<file path="config.mk">
export PLATFORM = sky130hd
export DESIGN_NAME = msq_seq
export DESIGN_NICKNAME = d
export VERILOG_FILES = /design/src/rtl/msq_pkg.sv /design/src/rtl/msq_decode.sv /design/src/rtl/msq_next_pc.sv /design/src/rtl/msq_seq.sv
export SDC_FILE = /design/constraint.sdc
export NUM_CORES = 1
export LEC_CHECK = 0
export BUFFER_PORTS_ARGS = -buffer_cell sky130_fd_sc_hd__buf_4
export CAP_MARGIN = 20
export CORE_MARGIN = 8
export CORE_UTILIZATION = 35
export DETAILED_ROUTE_END_ITERATION = 12
export PLACE_DENSITY_LB_ADDON = 0.15
export SETUP_SLACK_MARGIN = 0.1
export SLEW_MARGIN = 20
export SYNTH_ARGS = -nofsm -noshare
export SYNTH_HDL_FRONTEND = slang
export SYNTH_HIERARCHICAL = 1
export SYNTH_SLANG_ARGS = --single-unit
</file>
<file path="constraint.sdc">
create_clock -name clk -period 2.6 [get_ports clk]
set_clock_uncertainty 0.05 [all_clocks]
set_input_delay 0.39 -clock clk [delete_from_list [all_inputs] [get_ports clk]]
set_output_delay 0.39 -clock clk [all_outputs]
set_load 0.05 [all_outputs]
</file>
<file path="src/rtl/msq_pkg.sv">
package msq_pkg;
  localparam int INSN_W   = 32;
  localparam int OP_LSB   = 0;
  localparam int OP_W     = 3;
  localparam int COND_BIT = 4;
  localparam int ANNUL_BIT = 5;
  localparam int EXIT_BIT = 7;
  localparam int SRCA_LSB = 11;
  localparam int SEL_W    = 3;
  localparam int OFF_LSB  = 14;
  localparam int OFF_W    = 18;
  localparam logic [OP_W-1:0] OP_BRANCH = 3'd7;

  typedef enum logic [1:0] {
    ST_IDLE  = 2'd0,
    ST_FETCH = 2'd1,
    ST_EXEC  = 2'd2
  } seq_state_t;
endpackage

</file>
<file path="src/rtl/msq_decode.sv">
module msq_decode
  import msq_pkg::*;
#(
  parameter int DATA_W = 32
) (
  input  logic [INSN_W-1:0]       insn,
  input  logic [DATA_W-1:0]       test_value,
  output logic                    is_branch,
  output logic                    is_exit,
  output logic                    annul,
  output logic                    taken,
  output logic [SEL_W-1:0]        src_a,
  output logic signed [OFF_W-1:0] offset
);
  logic on_nonzero;
  logic val_zero;
  logic unused_fields;

  assign unused_fields = ^{insn[10:8], insn[6], insn[3]};

  always_comb begin
    is_branch  = (insn[OP_LSB +: OP_W] == OP_BRANCH);
    is_exit    = insn[EXIT_BIT];
    annul      = insn[ANNUL_BIT];
    on_nonzero = insn[COND_BIT];
    src_a      = insn[SRCA_LSB +: SEL_W];
    offset     = $signed(insn[OFF_LSB +: OFF_W]);
    val_zero   = (test_value == '0);
    taken      = is_branch & (on_nonzero ? ~val_zero : val_zero);
  end
endmodule

</file>
<file path="src/rtl/msq_next_pc.sv">
module msq_next_pc
  import msq_pkg::*;
#(
  parameter int PC_W = 8
) (
  input  logic                    in_slot,
  input  logic                    exit_pend,
  input  logic [PC_W-1:0]         pc,
  input  logic [PC_W-1:0]         slot_tgt,
  input  logic                    is_branch,
  input  logic                    is_exit,
  input  logic                    annul,
  input  logic                    taken,
  input  logic signed [OFF_W-1:0] offset,
  output logic [PC_W-1:0]         nxt_pc,
  output logic [PC_W-1:0]         nxt_tgt,
  output logic                    nxt_slot,
  output logic                    nxt_exit_pend,
  output logic                    finish,
  output logic                    issue
);
  logic [PC_W-1:0] off_pc;
  logic [PC_W-1:0] seq_pc;
  logic [PC_W-1:0] br_tgt;

  generate
    if (PC_W < OFF_W) begin : g_trunc
      logic [OFF_W-PC_W-1:0] unused_hi;
      assign unused_hi = offset[OFF_W-1:PC_W];
      assign off_pc    = offset[PC_W-1:0];
    end else begin : g_sext
      assign off_pc = PC_W'(offset);
    end
  endgenerate

  assign seq_pc = pc + PC_W'(1);
  assign br_tgt = pc + off_pc;

  always_comb begin
    issue         = ~is_branch;
    finish        = 1'b0;
    nxt_pc        = seq_pc;
    nxt_tgt       = slot_tgt;
    nxt_slot      = 1'b0;
    nxt_exit_pend = 1'b0;
    if (in_slot) begin
      finish = exit_pend | is_exit;
      nxt_pc = slot_tgt;
    end else if (is_exit) begin
      nxt_slot      = 1'b1;
      nxt_exit_pend = 1'b1;
    end else if (taken) begin
      if (annul) begin
        nxt_pc = br_tgt;
      end else begin
        nxt_slot = 1'b1;
        nxt_tgt  = br_tgt;
      end
    end
  end
endmodule

</file>
<file path="src/rtl/msq_seq.sv">
module msq_seq
  import msq_pkg::*;
#(
  parameter int PC_W   = 8,
  parameter int DATA_W = 32
) (
  input  logic              clk,
  input  logic              rst,
  input  logic              start,
  input  logic [PC_W-1:0]   entry_addr,
  output logic              imem_rd_en,
  output logic [PC_W-1:0]   imem_addr,
  input  logic [INSN_W-1:0] imem_rdata,
  output logic [SEL_W-1:0]  test_sel,
  input  logic [DATA_W-1:0] test_value,
  output logic              gpr_clr,
  output logic              issue_valid,
  output logic [INSN_W-1:0] issue_insn,
  output logic              busy,
  output logic              done
);
  seq_state_t state;
  logic [PC_W-1:0] pc;
  logic [PC_W-1:0] slot_tgt;
  logic            in_slot;
  logic            exit_pend;

  logic                    d_branch, d_exit, d_annul, d_taken;
  logic signed [OFF_W-1:0] d_offset;
  logic [PC_W-1:0]         n_pc, n_tgt;
  logic                    n_slot, n_exit_pend, n_finish, n_issue;

  msq_decode #(.DATA_W(DATA_W)) u_dec (
    .insn       (imem_rdata),
    .test_value (test_value),
    .is_branch  (d_branch),
    .is_exit    (d_exit),
    .annul      (d_annul),
    .taken      (d_taken),
    .src_a      (test_sel),
    .offset     (d_offset)
  );

  msq_next_pc #(.PC_W(PC_W)) u_npc (
    .in_slot       (in_slot),
    .exit_pend     (exit_pend),
    .pc            (pc),
    .slot_tgt      (slot_tgt),
    .is_branch     (d_branch),
    .is_exit       (d_exit),
    .annul         (d_annul),
    .taken         (d_taken),
    .offset        (d_offset),
    .nxt_pc        (n_pc),
    .nxt_tgt       (n_tgt),
    .nxt_slot      (n_slot),
    .nxt_exit_pend (n_exit_pend),
    .finish        (n_finish),
    .issue         (n_issue)
  );

  assign busy = (state != ST_IDLE);

  always_ff @(posedge clk) begin
    if (rst) begin
      state       <= ST_IDLE;
      pc          <= '0;
      slot_tgt    <= '0;
      in_slot     <= 1'b0;
      exit_pend   <= 1'b0;
      imem_rd_en  <= 1'b0;
      imem_addr   <= '0;
      gpr_clr     <= 1'b0;
      issue_valid <= 1'b0;
      issue_insn  <= '0;
      done        <= 1'b0;
    end else begin
      imem_rd_en  <= 1'b0;
      gpr_clr     <= 1'b0;
      issue_valid <= 1'b0;
      done        <= 1'b0;
      unique case (state)
        ST_IDLE: begin
          if (start) begin
            pc         <= entry_addr;
            imem_addr  <= entry_addr;
            imem_rd_en <= 1'b1;
            gpr_clr    <= 1'b1;
            in_slot    <= 1'b0;
            exit_pend  <= 1'b0;
            state      <= ST_FETCH;
          end
        end
        ST_FETCH: begin
          state <= ST_EXEC;
        end
        ST_EXEC: begin
          issue_valid <= n_issue;
          issue_insn  <= imem_rdata;
          in_slot     <= n_slot;
          exit_pend   <= n_exit_pend;
          slot_tgt    <= n_tgt;
          if (n_finish) begin
            done  <= 1'b1;
            state <= ST_IDLE;
          end else begin
            pc         <= n_pc;
            imem_addr  <= n_pc;
            imem_rd_en <= 1'b1;
            state      <= ST_FETCH;
          end
        end
        default: state <= ST_IDLE;
      endcase
    end
  end

  AST_IDLE_QUIET: assert property (@(posedge clk) disable iff (rst)
    (!busy && !done) |-> (!imem_rd_en && !issue_valid && !gpr_clr));
  AST_CLR_PULSE: assert property (@(posedge clk) disable iff (rst)
    gpr_clr |=> !gpr_clr);
  AST_START_ENTRY: assert property (@(posedge clk) disable iff (rst)
    (start && !busy) |=> (imem_rd_en && gpr_clr && imem_addr == $past(entry_addr)));
  AST_START_HELD_OFF: assert property (@(posedge clk) disable iff (rst)
    (start && imem_rd_en && !gpr_clr) |=> !gpr_clr);
  AST_FETCH_ALTERNATES: assert property (@(posedge clk) disable iff (rst)
    imem_rd_en |=> !imem_rd_en);
  AST_NO_BRANCH_ISSUE: assert property (@(posedge clk) disable iff (rst)
    issue_valid |-> (issue_insn[2:0] != 3'd7));
  AST_DONE_PULSE: assert property (@(posedge clk) disable iff (rst)
    done |=> !done);
  AST_DONE_IDLE: assert property (@(posedge clk) disable iff (rst)
    done |-> !busy);
endmodule

</file>
## Yosys cells after proc, flatten, opt, wreduce, memory -nomap -nowiden

Cells that the tools add are included.

| word-level totals | value |
|---|---|
| input port bits | 75 |
| output and inout port bits | 48 |
| register bits | 56 |
| word-level logic and storage cells | 60 |

| operators by class | value |
|---|---|
| multiplexer cells | 25 |
| $add $sub $neg | 2 |
| equal/unequal tests | 5 |
| bitwise logic cells | 9 |
| reduce and logical (&&, ||, !) cells | 9 |

Operators with widths:

| cell | count |
|---|---|
| $mux 8 | 6 |
| $logic_not 32->1 | 1 |
| $pmux 8 s2 | 1 |
| $mux 1 | 13 |
| $add 8x1->8 const B | 1 |
| $add 8x8->8 | 1 |
| $not 1->1 | 7 |
| $pmux 1 s2 | 3 |
| $pmux 2 s3 | 1 |
| $reduce_and 5->1 | 1 |
| $ne 2x2->1 const B | 2 |
| $reduce_bool 2->1 | 2 |
| $reduce_or 2->1 | 2 |
| $eq 3x3->1 const B | 1 |
| $reduce_and 3->1 | 1 |
| $eq 2x1->1 const B | 1 |
| $eq 2x2->1 const B | 1 |
| $logic_not 2->1 | 1 |
| $mux 2 | 1 |
| $reduce_and 2->1 | 1 |
| $and 1x1->1 | 1 |
| $or 1x1->1 | 1 |

## Longest topological paths before layout

| logic depth | value |
|---|---|
| word-level depth | 9 |
| mapped depth | 11 |
| mapped depth without buffers | 10 |

## Cells and area by module

The synthesis kept the hierarchy.

By module, submodules not included:

| module | times used | seq. area each (µm²) | cells each | area each (µm²) |
|---|---|---|---|---|
| msq_seq | 1 | 1121.1 | 245 | 2085.8 |
| msq_next_pc | 1 | 0.0 | 110 | 726.9 |
| msq_decode | 1 | 0.0 | 37 | 266.5 |

## Worst setup path after synthesis

Ideal clock, no wire load.

| timing | value |
|---|---|
| path kind | register to register |
| from | reg pc[0] |
| to | reg pc[6] |
| stages on the path, launching flop included | 11 |
| data arrival time | 2.255 ns |
| buffers on the path | 0 |
| setup time | 0.136 ns |
| data required time | 2.414 ns |
| period minus slack after synthesis | 2.441 ns |
| path slack | 0.159 ns |
| cells stage by stage | dfxtp_1 > ha_1 > inv_1 > fa_1 > nor2b_1 > o31a_1 > nor4b_2 > a211oi_1 > a21oi_1 > nor2_2 > a2111oi_2 |

| on the way | value |
|---|---|
| cells in the longest elaborated chain, start to end | 7 |
| elaborated cells on any way between the ends | 8 |
| classes of those cells | add/sub (2); mux (6) |

RTL lines:

| element | line | source |
|---|---|---|
| from (decl) | msq_seq.sv:23 | `logic [PC_W-1:0] pc;` |
| from (signal assigned) | msq_seq.sv:85 | `pc <= entry_addr;` |
| from (signal assigned) | msq_seq.sv:107 | `pc <= n_pc;` |
| $add 8x1->8 or $add 8x8->8 (tied branches) | msq_next_pc.sv:36, msq_next_pc.sv:37 |  |
| $mux 8 | msq_next_pc.sv:53 | `if (annul) begin` |
| $mux 8 | msq_next_pc.sv:52 | `end else if (taken) begin` |
| $mux 8 * | msq_next_pc.sv:49 | `end else if (is_exit) begin` |
| $mux 8 * | msq_next_pc.sv:46 | `if (in_slot) begin` |
| net n_pc[6] | msq_seq.sv:30 | `logic [PC_W-1:0] n_pc, n_tgt;` |
| $mux 8 * | msq_seq.sv:103 | `if (n_finish) begin` |
| $pmux 8 s2 * | msq_seq.sv:82 | `unique case (state)` |

Mark *: on every way through the listed nets, which the timed path passes. The rest lies on a longest branch. The select of a mux whose other input is x is not followed.
A chain may end at the register's enable or synchronous reset.

## Worst setup path after layout

| timing | value |
|---|---|
| from | in test_value[16] |
| to | reg pc[7] |

| on the way | value |
|---|---|
| cells in the longest elaborated chain, start to end | 9 |

RTL lines:

| element | line | source |
|---|---|---|
| from (decl) | msq_seq.sv:15 | `input logic [DATA_W-1:0] test_value,` |
| $logic_not 32->1 * | msq_decode.sv:28 | `val_zero = (test_value == '0);` |
| $not 1->1 | msq_decode.sv:29 | `taken = is_branch & (on_nonzero ? ~val_zero : val_zero);` |
| $mux 1 * | msq_decode.sv:29 |  |
| $and 1x1->1 * | msq_decode.sv:29 |  |
| net d_taken | msq_seq.sv:28 | `logic d_branch, d_exit, d_annul, d_taken;` |
| $mux 8 * | msq_next_pc.sv:52 |  |
| $mux 8 * | msq_next_pc.sv:49 |  |
| $mux 8 * | msq_next_pc.sv:46 |  |
| net n_pc[7] | msq_seq.sv:30 |  |
| $mux 8 * | msq_seq.sv:103 |  |
| $pmux 8 s2 * | msq_seq.sv:82 |  |

Marked as above.

==> impl_results.md <==
- Tcrit/Tclk final: 92.24%
- Netlist Area Pre-Place: 0.003004 mm2
- Die X: around 110 um
- Area grow syn2layout: 34.86%
- Overflow after GRT: 0
- Ys Warns: 6
- Clk slew on worst S/H paths: 0.11 ns
- Outcome: finished clean
- Design area: ~0.004 mm2
- IO Count: 123
- Vias: 2895
- Total power: 2006 uW
- Syn Area/Cell: ~7.9 um2
- Worst-path fanout max: 7
- Clock tree from TritonCTS: done
- WS Path Type: input pin to flip-flop
- Startpoint Class: input pin
- Syn_nets: 466
- Register area: between 0.001 and 0.0015 mm2
- Wl on met1: 3587 um
- Router iterations before antenna repair: 4
- GRT Util Overall: 14.42%
- Min-Delay Path Class: input pin to flip-flop
- Final Hold Vio Count: 0
- First DRT Iteration DRCs: approximately 110
- DP HPWL: 6850 um
- Vias in the first global route: 2861
- Post-Layout Cell Count: 597
- Port bufs: 122
- Num CTS Buffers: 5
- Clk sinks: 56
- Max_cap viols: 0
- Met2 wire len: 4590 um
- Unrepaired setup endpoints after global routing: no
- DRC: 0
- P_sw: just under 700 uW
- Clock root buffer: clkbuf_8
- Inst Count DP: between 500 and 600
- Vias per std cell: 4.849
- Initial antenna violation count: 0
- Highest routed layer: met4
- Minimum clock period: 2.398 ns
- Routability Congestion: ~0.81
- Final Slew Violations: 0
- Nets@finish: about 570
- Clk_lat worst skew: 0.31 ns
- P_int: 1324 uW
- Post-DR wirelength/cell: 14.78 um
- H-tree Lvls: 2
- PwrDens: 495.2 mW/mm2
- Die height: 108.6 um
- Largest net degree at the start of global routing: 57
- Crit path DAT: roughly 2.5 ns
- Final setup fails: 0
- Gate Count Post-Synth: approximately 380
- Comb pwr share: 29.5%
- Post-Route WL: approximately 9000 um
- Net Sw Frac: 34.01%
- DR WL met3: about 570 um
- Crit end category: flip-flop
- Area of the multi-input gates: 0.001642 mm2
- Starting Density: between 30% and 40%
- Worst-margin pin slew: 0.6639 ns
- First-pass GRT wire length: 13770 um
- Max Clk Rate: 417.0 MHz
- DIE AREA: 0.01180 mm2
- Seq pwr share: 46.1%
- Placed Area: 0.003934 mm2
- Diodes inserted: 0
- Crit path required time: 2.73 ns
- Hold_ws: 0.2592 ns
- # fillers: approximately 870
- CTS max path bufs: 2
- Slew HR: 55.74%
- Core area: 0.008508 mm2
- DRT antenna net count: 0
- Leakage power: 0.001685 uW
- Ratio of cells with drive above 1 in the final layout: 35.99%
- Peak supply drop: 320.3 uV
- Row count: 34
- Clock power share: 24.4%
- Setup slack, reg-to-reg: 0.30 ns
## cells in the final DEF, fill, tap and decap left out, types with 3 or more instances in the layout
cell type	count
clkbuf_8	5
buf_4	132
nor2_2	8
ha_1	8
xor2_1	6
mux2_2	3
nor4_2	3
a2111oi_2	8
a21oi_1	50
nand2_1	95
nor3b_1	5
dfxtp_1	56
xnor2_1	4
nor2b_1	3
inv_1	17
nor4_1	5
o21ai_0	12
nor2_1	21
nand3_1	4
## cell type report
type,instances,area share [%]
inverter,17,1.575
tap,108,3.335
clock inverter,3,0.4632
sequential,56,27.67
timing repair buffer,133,24.74
clock buffer,5,1.699
multi-input combinational,275,40.52
## sequential cells by signal, indices dropped and copies added (netlist names)
name / count
gpr_clr: 1
in_slot: 1
done: 1
state: 2
issue_valid: 1
exit_pend: 1
pc: 8
imem_rd_en: 1
issue_insn: 32
slot_tgt: 8
## what timing repair did
action / 4_1_cts / 5_1_grt
resized for setup: 0 / 5
hold buffers: 0 / 0
endpoints found under the hold margin: 0 / 0
setup buffers: 0 / 1
setup endpoints to repair: 0 / 8
## power groups by stage
stage | combinational (uW) | clock, uW | sequential (uW)
floorplan | 276 | 0 | 1050
global placement | 584 | 0 | 943
detailed placement | 591 | 0 | 945
CTS | 594 | 512 | 926
global route | 636 | 547 | 931
finish | 591 | 490 | 925
## metal layers
| metal | vias to the layer above | global-route usage [%] |
|---|---|---|
| met3 | 8 | 4.196 |
| met1 | 1328 | 16.63 |
| met2 | 75 | 25.76 |
| met4 | 0 | 3.128 |
| li1 | 1484 | - |
| met5 | - | 0 |
## worst max-delay path, stage by stage
cell and delay (ns):
buf_4 0.11, nor4_1 0.29, nand4_1 0.17, or3_1 0.38, a21boi_2 0.16, nand3b_1 0.09
buf_4 0.17, or3_1 0.34, o22ai_1 0.18, a221oi_2 0.06, nor2_2 0.13, a2111oi_2 0.06
## metrics by stage
step                      setup TNS, ns  util, %  setup WS, ns
after global placement          -0.9790    46.24       -0.1696
after detailed placement         -1.251    46.24       -0.2104
final                                 0    47.62        0.2019
after CTS                             0    47.26        0.1195
after global routing                  0    47.62       0.09810
after floorplan                       0        -        0.1593
## worst paths after layout
| path | start | end | depth (start not counted) |
|---|---|---|---|
| max reg2reg | pc[1] | pc[6] | 9 |
| min | imem_rdata[9] | issue_insn[9] | 3 |
| min reg2reg | issue_insn[21] | issue_insn[21] | 2 |
| max | test_value[16] | pc[7] | 12 |
No activity file was read; power rests on OpenSTA's default activity.
